<file path="src/rtl/swg_pkg.sv">
package swg_pkg;
  typedef struct packed {
    logic burstLoad;
    logic byteAccept;
    logic byteReject;
  } guardStrobes_t;
endpackage

</file>
<file path="src/rtl/swg_ctrl.sv">
module swg_ctrl
  import swg_pkg::*;
#(
  parameter int ADDR_W = 8,
  parameter int CNT_W = 4,
  parameter int SYNC_STAGES = 2,
  parameter logic [ADDR_W-1:0] PROT_ADDR = 'h08,
  parameter logic [ADDR_W-1:0] PAGE_ADDR = 'h07
) (
  input  logic              clk,
  input  logic              rstN,
  input  logic              mainBelowBackupHys,
  input  logic              mainBelowTrip,
  input  logic              backupAboveMain,
  input  logic              lowPowerMode,
  input  logic              wrStart,
  input  logic              wrByteValid,
  input  logic [ADDR_W-1:0] curAddr,
  input  logic [ADDR_W-1:0] burstBase,
  input  logic [CNT_W-1:0]  burstLen,
  input  logic [CNT_W-1:0]  bytesLeft,
  output guardStrobes_t     strobes,
  output logic              battMode,
  output logic              backupHigh
);
  localparam int FLAG_N = 3;

  logic [FLAG_N-1:0] rawFlags;
  logic [SYNC_STAGES-1:0][FLAG_N-1:0] syncPipe;
  logic [FLAG_N-1:0] syncFlags;
  logic belowHysS, belowTripS, battCond, condQ;
  logic inBurst, hitProt, pageOk, permit, byteIn;

  assign rawFlags = {backupAboveMain, mainBelowTrip, mainBelowBackupHys};

  always_ff @(posedge clk or negedge rstN) begin
    if (!rstN) syncPipe <= '0;
    else       syncPipe <= {syncPipe[SYNC_STAGES-2:0], rawFlags};
  end

  assign syncFlags  = syncPipe[SYNC_STAGES-1];
  assign belowHysS  = syncFlags[0];
  assign belowTripS = syncFlags[1];
  assign backupHigh = syncFlags[2];

  // low-power mode drops the trip threshold from the switchover rule
  assign battCond = lowPowerMode ? belowHysS : (belowHysS & belowTripS);

  always_ff @(posedge clk or negedge rstN) begin
    if (!rstN) begin
      condQ    <= 1'b0;
      battMode <= 1'b0;
    end else begin
      condQ <= battCond;
      if (battCond == condQ) battMode <= battCond;
    end
  end

  assign inBurst = bytesLeft != '0;
  assign hitProt = curAddr == PROT_ADDR;
  assign pageOk  = (burstBase == PAGE_ADDR) && (burstLen >= CNT_W'(2));
  assign permit  = !backupHigh || !hitProt || pageOk;
  assign byteIn  = !wrStart && wrByteValid && inBurst;

  always_comb begin
    strobes.burstLoad  = wrStart;
    strobes.byteAccept = byteIn && permit;
    strobes.byteReject = byteIn && !permit;
  end

  AST_BATT_FILTER: assert property (@(posedge clk) disable iff (!rstN)
    (battMode != $past(battMode)) |-> ($past(battCond) == $past(condQ))) else $error("battMode moved on unsettled condition");
  AST_SINGLE_BLOCK: assert property (@(posedge clk) disable iff (!rstN)
    (backupHigh && byteIn && hitProt && burstLen == CNT_W'(1)) |-> !strobes.byteAccept) else $error("single write to protected register accepted");
  AST_START_NO_BYTE: assert property (@(posedge clk) disable iff (!rstN)
    wrStart |-> !(strobes.byteAccept || strobes.byteReject)) else $error("byte handled in start cycle");
endmodule

</file>
<file path="src/rtl/swg_datapath.sv">
module swg_datapath
  import swg_pkg::*;
#(
  parameter int ADDR_W = 8,
  parameter int DATA_W = 8,
  parameter int CNT_W = 4
) (
  input  logic              clk,
  input  logic              rstN,
  input  guardStrobes_t     strobes,
  input  logic [ADDR_W-1:0] wrStartAddr,
  input  logic [CNT_W-1:0]  wrCount,
  input  logic [DATA_W-1:0] wrData,
  input  logic              errClr,
  output logic [ADDR_W-1:0] curAddr,
  output logic [ADDR_W-1:0] burstBase,
  output logic [CNT_W-1:0]  burstLen,
  output logic [CNT_W-1:0]  bytesLeft,
  output logic              regWrEn,
  output logic [ADDR_W-1:0] regWrAddr,
  output logic [DATA_W-1:0] regWrData,
  output logic              wrErr
);
  logic stepByte;
  assign stepByte = strobes.byteAccept || strobes.byteReject;

  always_ff @(posedge clk or negedge rstN) begin
    if (!rstN) begin
      curAddr   <= '0;
      burstBase <= '0;
      burstLen  <= '0;
      bytesLeft <= '0;
      regWrEn   <= 1'b0;
      regWrAddr <= '0;
      regWrData <= '0;
      wrErr     <= 1'b0;
    end else begin
      regWrEn <= strobes.byteAccept;
      if (strobes.byteAccept) begin
        regWrAddr <= curAddr;
        regWrData <= wrData;
      end
      if (strobes.burstLoad) begin
        curAddr   <= wrStartAddr;
        burstBase <= wrStartAddr;
        burstLen  <= wrCount;
        bytesLeft <= wrCount;
      end else if (stepByte) begin
        curAddr   <= curAddr + ADDR_W'(1);
        bytesLeft <= bytesLeft - CNT_W'(1);
      end
      if (strobes.byteReject) wrErr <= 1'b1;
      else if (errClr)        wrErr <= 1'b0;
    end
  end

  AST_ERR_STICKY: assert property (@(posedge clk) disable iff (!rstN)
    (wrErr && !errClr) |=> wrErr) else $error("error flag lost");
  AST_REJECT_NO_WRITE: assert property (@(posedge clk) disable iff (!rstN)
    strobes.byteReject |=> (!regWrEn && wrErr)) else $error("blocked byte written");
  AST_COUNT_BOUND: assert property (@(posedge clk) disable iff (!rstN)
    regWrEn |-> ($past(bytesLeft) != '0)) else $error("write beyond declared count");
endmodule

</file>
<file path="src/rtl/supply_write_guard.sv">
module supply_write_guard
  import swg_pkg::*;
#(
  parameter int ADDR_W = 8,
  parameter int DATA_W = 8,
  parameter int CNT_W = 4,
  parameter int SYNC_STAGES = 2,
  parameter logic [ADDR_W-1:0] PROT_ADDR = 'h08,
  parameter logic [ADDR_W-1:0] PAGE_ADDR = 'h07
) (
  input  logic              clk,
  input  logic              rstN,
  input  logic              mainBelowBackupHys,
  input  logic              mainBelowTrip,
  input  logic              backupAboveMain,
  input  logic              lowPowerMode,
  input  logic              wrStart,
  input  logic [ADDR_W-1:0] wrStartAddr,
  input  logic [CNT_W-1:0]  wrCount,
  input  logic              wrByteValid,
  input  logic [DATA_W-1:0] wrData,
  input  logic              errClr,
  output logic              battMode,
  output logic              regWrEn,
  output logic [ADDR_W-1:0] regWrAddr,
  output logic [DATA_W-1:0] regWrData,
  output logic              wrErr
);
  guardStrobes_t strobes;
  logic [ADDR_W-1:0] curAddr, burstBase;
  logic [CNT_W-1:0] burstLen, bytesLeft;
  logic backupHigh;

  swg_ctrl #(
    .ADDR_W(ADDR_W), .CNT_W(CNT_W), .SYNC_STAGES(SYNC_STAGES),
    .PROT_ADDR(PROT_ADDR), .PAGE_ADDR(PAGE_ADDR)
  ) uCtrl (
    .clk(clk), .rstN(rstN),
    .mainBelowBackupHys(mainBelowBackupHys), .mainBelowTrip(mainBelowTrip),
    .backupAboveMain(backupAboveMain), .lowPowerMode(lowPowerMode),
    .wrStart(wrStart), .wrByteValid(wrByteValid),
    .curAddr(curAddr), .burstBase(burstBase), .burstLen(burstLen), .bytesLeft(bytesLeft),
    .strobes(strobes), .battMode(battMode), .backupHigh(backupHigh)
  );

  swg_datapath #(.ADDR_W(ADDR_W), .DATA_W(DATA_W), .CNT_W(CNT_W)) uData (
    .clk(clk), .rstN(rstN), .strobes(strobes),
    .wrStartAddr(wrStartAddr), .wrCount(wrCount), .wrData(wrData), .errClr(errClr),
    .curAddr(curAddr), .burstBase(burstBase), .burstLen(burstLen), .bytesLeft(bytesLeft),
    .regWrEn(regWrEn), .regWrAddr(regWrAddr), .regWrData(regWrData), .wrErr(wrErr)
  );

  AST_PROT_RULE: assert property (@(posedge clk) disable iff (!rstN)
    (regWrEn && regWrAddr == PROT_ADDR && $past(backupHigh))
      |-> ($past(burstBase) == PAGE_ADDR && $past(burstLen) >= CNT_W'(2))) else $error("protected write outside page rule");
  AST_WRITE_NEEDS_STROBE: assert property (@(posedge clk) disable iff (!rstN)
    regWrEn |-> $past(wrByteValid)) else $error("write without byte strobe");
endmodule

</file>
<file path="config.mk">
export PLATFORM = sky130hd
export DESIGN_NAME = supply_write_guard
export DESIGN_NICKNAME = d
export VERILOG_FILES = /design/src/rtl/swg_pkg.sv /design/src/rtl/swg_ctrl.sv /design/src/rtl/swg_datapath.sv /design/src/rtl/supply_write_guard.sv
export SDC_FILE = /design/constraint.sdc
export NUM_CORES = 1
export LEC_CHECK = 0
export BUFFER_PORTS_ARGS = -buffer_cell sky130_fd_sc_hd__buf_2
export CAP_MARGIN = 30
export CORE_MARGIN = 1.5
export CORE_UTILIZATION = 25
export CTS_CLUSTER_SIZE = 24
export DETAILED_ROUTE_END_ITERATION = 8
export GPL_TIMING_DRIVEN = 0
export PLACE_DENSITY_LB_ADDON = 0.3
export SLEW_MARGIN = 20
export SYNTH_ARGS = -nofsm -noshare
export SYNTH_HDL_FRONTEND = slang
export SYNTH_SLANG_ARGS = --single-unit
</file>
<file path="constraint.sdc">
create_clock -name clk -period 2.73 [get_ports clk]
set_input_delay 0.1365 -clock clk [delete_from_list [all_inputs] [get_ports clk]]
set_output_delay 0.1365 -clock clk [all_outputs]
set_load 0.01 [all_outputs]
</file>
==> flow_summary_export.csv <==
group,metric,value,unit
routing,drtAntennaViolNets,0,
power,vdd_drop_max,0.1879,mV
routing,wl_per_cell,12.83,µm
cells_and_area,nets,253,
run_status,status,"finished clean",
sta,worst_slew_pin_slew,0.6202,ns
cells_and_area,nFillCells,848,
clock_tree,cts_tree,"done",
sta,max-slew-margin-rel,0.5865,
power,p_int,1297,µW
setup_path,worstSetupEndpoint,"uData.regWrAddr[3]",
synth,syn_nets,197,
setup_path,worstReg2RegStart,"uData.bytesLeft[0]",
sta,fin_ws,0.5208,ns
power,switching_share,0.2586,
routing,vias,1376,
sta,hold-worst-slack,0.05382,ns
placed_design,place_area,2439,µm²
clock_tree,clk_pin_slew,0.09,ns
floorplanning,die_w,94.20,µm
min_path,hold_path.class,"input port to flip-flop",
sta,fin_crit,2.209,ns
synth,ys_seq_elements,49,
synth,yosys-top-cells-area,"dfrtp_1, mux2_2, o21ai_0",
synth,synth_area,2079,µm²
floorplanning,fp-row-count,33,
synth,yosysSeqAreaShare,0.5897,
floorplanning,io_pins,48,
setup_path,slowest_delay,0.39,ns
clock_tree,clock_path_buffers,2,
clock_tree,cts.sinks,49,
setup_path,critPathMaxFanout,10,
sta,slew_violations,0,
min_path,min-delay-start,"wrCount[0]",
sta,hold_viol,0,
cells_and_area,drive_above_1_share,0.3559,
sta,setup_tns,0,ns
sta,rsz0062_at_grt,"no",
grt,grt_max_degree,50,
floorplanning,dieArea,8874,µm²
setup_path,critical_path.most_common_cell,"buf_6",
routing,via_per_inst,4.208,
setup_path,worstSetupEndpointType,"flip-flop",
floorplanning,core,8134,µm²
clock_tree,cts_resized,0,
synth,synth_top_area_share,0.5897,
cells_and_area,fin_cells,327,
floorplanning,start_util,0.2557,
routing,first_pass_iters,4,
flow_run,maxCapViolations,0,
placed_design,place_congestion,0.7765,
sta,setup_viol,0,
power,p_leak,0.001241,µW
clock_tree,clk_latency,0.30,ns
routing,first_iter_violations,63,
synth,synth.largest_area_cell,"dfrtp_1",
synth,synth_area_per_cell,12.60,µm²
cells_and_area,fin_area,2595,µm²
synth,ys_warn_count,0,
clock_tree,cts_buffers,5,
setup_path,critical_path.cell_chain,"inv_1, ha_1, or3b_1, buf_6, and3b_1, buf_6, o21ai_4, buf_12, mux2_4",
setup_path,cp_slowest_cell,"dfrtp_1",
cells_and_area,diodes,0,
placed_design,dp_hpwl,2983,µm
placed_design,dp_slack,0.5245,ns
setup_path,critPathKind,"flip-flop to flip-flop",
synth,async_flop_share,1.000,
grt,grt_usage,0.1037,
clock_tree,cts_root_buffer,"clkbuf_8",
routing,wirelength,4195,µm
routing,drc_errors,0,
sta,finalCritPeriodShare,0.8092,
setup_path,worst-r2r-setup-slack,0.52,ns
setup_path,startpoint,"uData.bytesLeft[0]",
cells_and_area,syn_to_final_growth,24.79,%
synth,yosys_most_used_dff,"dfrtp_1",
grt,gr-total-overflow,0,
synth,ys_types,31,
power,p_switching,452.2,µW
power,p_clk_frac,0.307,
setup_path,r2r_end,"uData.regWrAddr[3]",
clock_tree,htreeDepth,2,
floorplanning,die_height,94.20,µm
grt,antenna_found_initial,0,
setup_path,startpoint_type,"flip-flop",
power,power_density,673.9,nW/µm²
sta,final.setup_skew,0.003726,ns
placed_design,numPlacedInstances,315,
setup_path,ff2ff_path_depth,9,
grt,grt_first_pass_wirelength,6934,µm
power,pwr-share-comb,0.186,
placed_design,io_buffers,45,
sta,max_freq,452.6,MHz
power,pwr-share-seq,0.507,
setup_path,arrival,2.40,ns
synth,synth_edf_count,0,
synth,synthesis.instances,165,
grt,grt_pass1_vias,1333,
setup_path,cp.required,2.92,ns
routing by layer:
| layer | part of all wire | vias up | wire length, µm | GRT usage |
|---|---|---|---|---|
| met2 | 0.43 | 39 | 1796 | 0.1565 |
| met5 | 0 | - | 0 | 0 |
| met3 | 0.059 | 6 | 248 | 0.03398 |
| met1 | 0.50 | 657 | 2091 | 0.1395 |
| li1 | - | 674 | - | - |
| met4 | 0.014 | 0 | 58 | 0.03358 |
cells by family (layout without fill, tap and decap cells):
group | count (synthesis) | after routing | synth area share
DFF | 49 | 49 | 0.5897
buffers and inverters | 23 | 80 | 0.06618
xor gates and xnor gates | 10 | 10 | 0.04212
AOI/OAI and AO/OA | 30 | 30 | 0.09507
and+or+nand+nor | 34 | 34 | 0.09627
muxes | 15 | 15 | 0.08785
adders and majority gates | 4 | 4 | 0.02287
power by group through the flow:
stage	sequential (µW)	clock, µW	combinational, µW
finish	887	537	325
detailed placement	902	0	327
global route	902	577	366
floorplan	917	0	175
CTS	888	552	333
global placement	899	0	320
final cells by class:
| cell class | count | area (µm²) | area share |
|---|---|---|---|
| inverter | 15 | 56.30 | 0.02170 |
| clock inverter | 1 | 30.03 | 0.01157 |
| sequential | 49 | 1226 | 0.4725 |
| multi-input combinational | 93 | 715.7 | 0.2758 |
| tap | 105 | 131.4 | 0.05063 |
| clock buffer | 7 | 86.33 | 0.03327 |
| buffer | 8 | 81.33 | 0.03134 |
| timing repair buffer | 49 | 267.8 | 0.1032 |
layout by cell type (no fill, tap or decap), types with 2 or more instances in the layout:
master | synthesis | layout
and3_1 | 2 | 2
and4bb_2 | 2 | 2
ha_1 | 3 | 3
nand4_1 | 3 | 3
mux2_4 | 4 | 4
nand2_1 | 13 | 13
xnor2_1 | 3 | 3
nor4b_1 | 2 | 2
clkbuf_1 | 3 | 4
and4_1 | 2 | 2
nand3_1 | 5 | 5
o21ai_0 | 21 | 21
dlygate4sd3_1 | 0 | 4
xor2_1 | 7 | 7
clkbuf_8 | 2 | 8
buf_6 | 2 | 2
buf_2 | 0 | 44
mux2_2 | 10 | 10
inv_1 | 15 | 15
dfrtp_1 | 49 | 49
a22o_2 | 5 | 5
through the flow:
step / util / power [µW]
3_3_place_gp: 0.2995 / 1219
4_1_cts: 0.3190 / 1773
3_5_place_dp: 0.2998 / 1228
6_report: 0.3190 / 1749
2_1_floorplan: - / 1092
5_1_grt: 0.3190 / 1846
how the worst min path moves through the flow:
stage | slack, ns | depth (start not counted) | to
final | 0.05 | 3 | uData.bytesLeft[0]
after global routing | 0.05 | 2 | uData.regWrData[5]
after CTS | 0.05 | 2 | uData.regWrData[5]
after detailed placement | 0.20 | 1 | uData.regWrEn
after global placement | 0.24 | 1 | uCtrl.syncPipe[0]
after floorplan | -0.16 | 0 | uCtrl.battMode
sequential cells by signal, indices dropped and copies added, names as in the netlist, 3 cells and up:
register         flops
uData.regWrData      8
uData.burstLen       3
uData.burstBase      8
uData.bytesLeft      4
uCtrl.syncPipe       3
uData.curAddr        8
uData.regWrAddr      8
uCtrl.syncFlags      3
worst max-delay path, delay by kind of cell, from the launching register on:
family,cells,cell delay (ns)
buffers and inverters,4,0.55
AND/OR/NAND/NOR,2,0.54
flip-flops,1,0.39
multiplexers,1,0.30
adder cells (fa/ha/maj),1,0.16
AO/OA/AOI/OAI,1,0.14
synth_stat cells, types with 2 or more instances:
| master | count |
|---|---|
| a22o_2 | 5 |
| and3_1 | 2 |
| and4_1 | 2 |
| and4bb_2 | 2 |
| buf_6 | 2 |
| clkbuf_1 | 3 |
| clkbuf_8 | 2 |
| dfrtp_1 | 49 |
| ha_1 | 3 |
| inv_1 | 15 |
| mux2_2 | 10 |
| mux2_4 | 4 |
| nand2_1 | 13 |
| nand3_1 | 5 |
| nand4_1 | 3 |
| nor4b_1 | 2 |
| o21ai_0 | 21 |
| xnor2_1 | 3 |
| xor2_1 | 7 |
repair_timing:
item,4_1_cts,5_1_grt
endpoints found under the hold margin,52,0
hold buffers,4,0
setup endpoints to repair,0,0
setup buffers,0,0
Power figures use the tool's default switching activity.
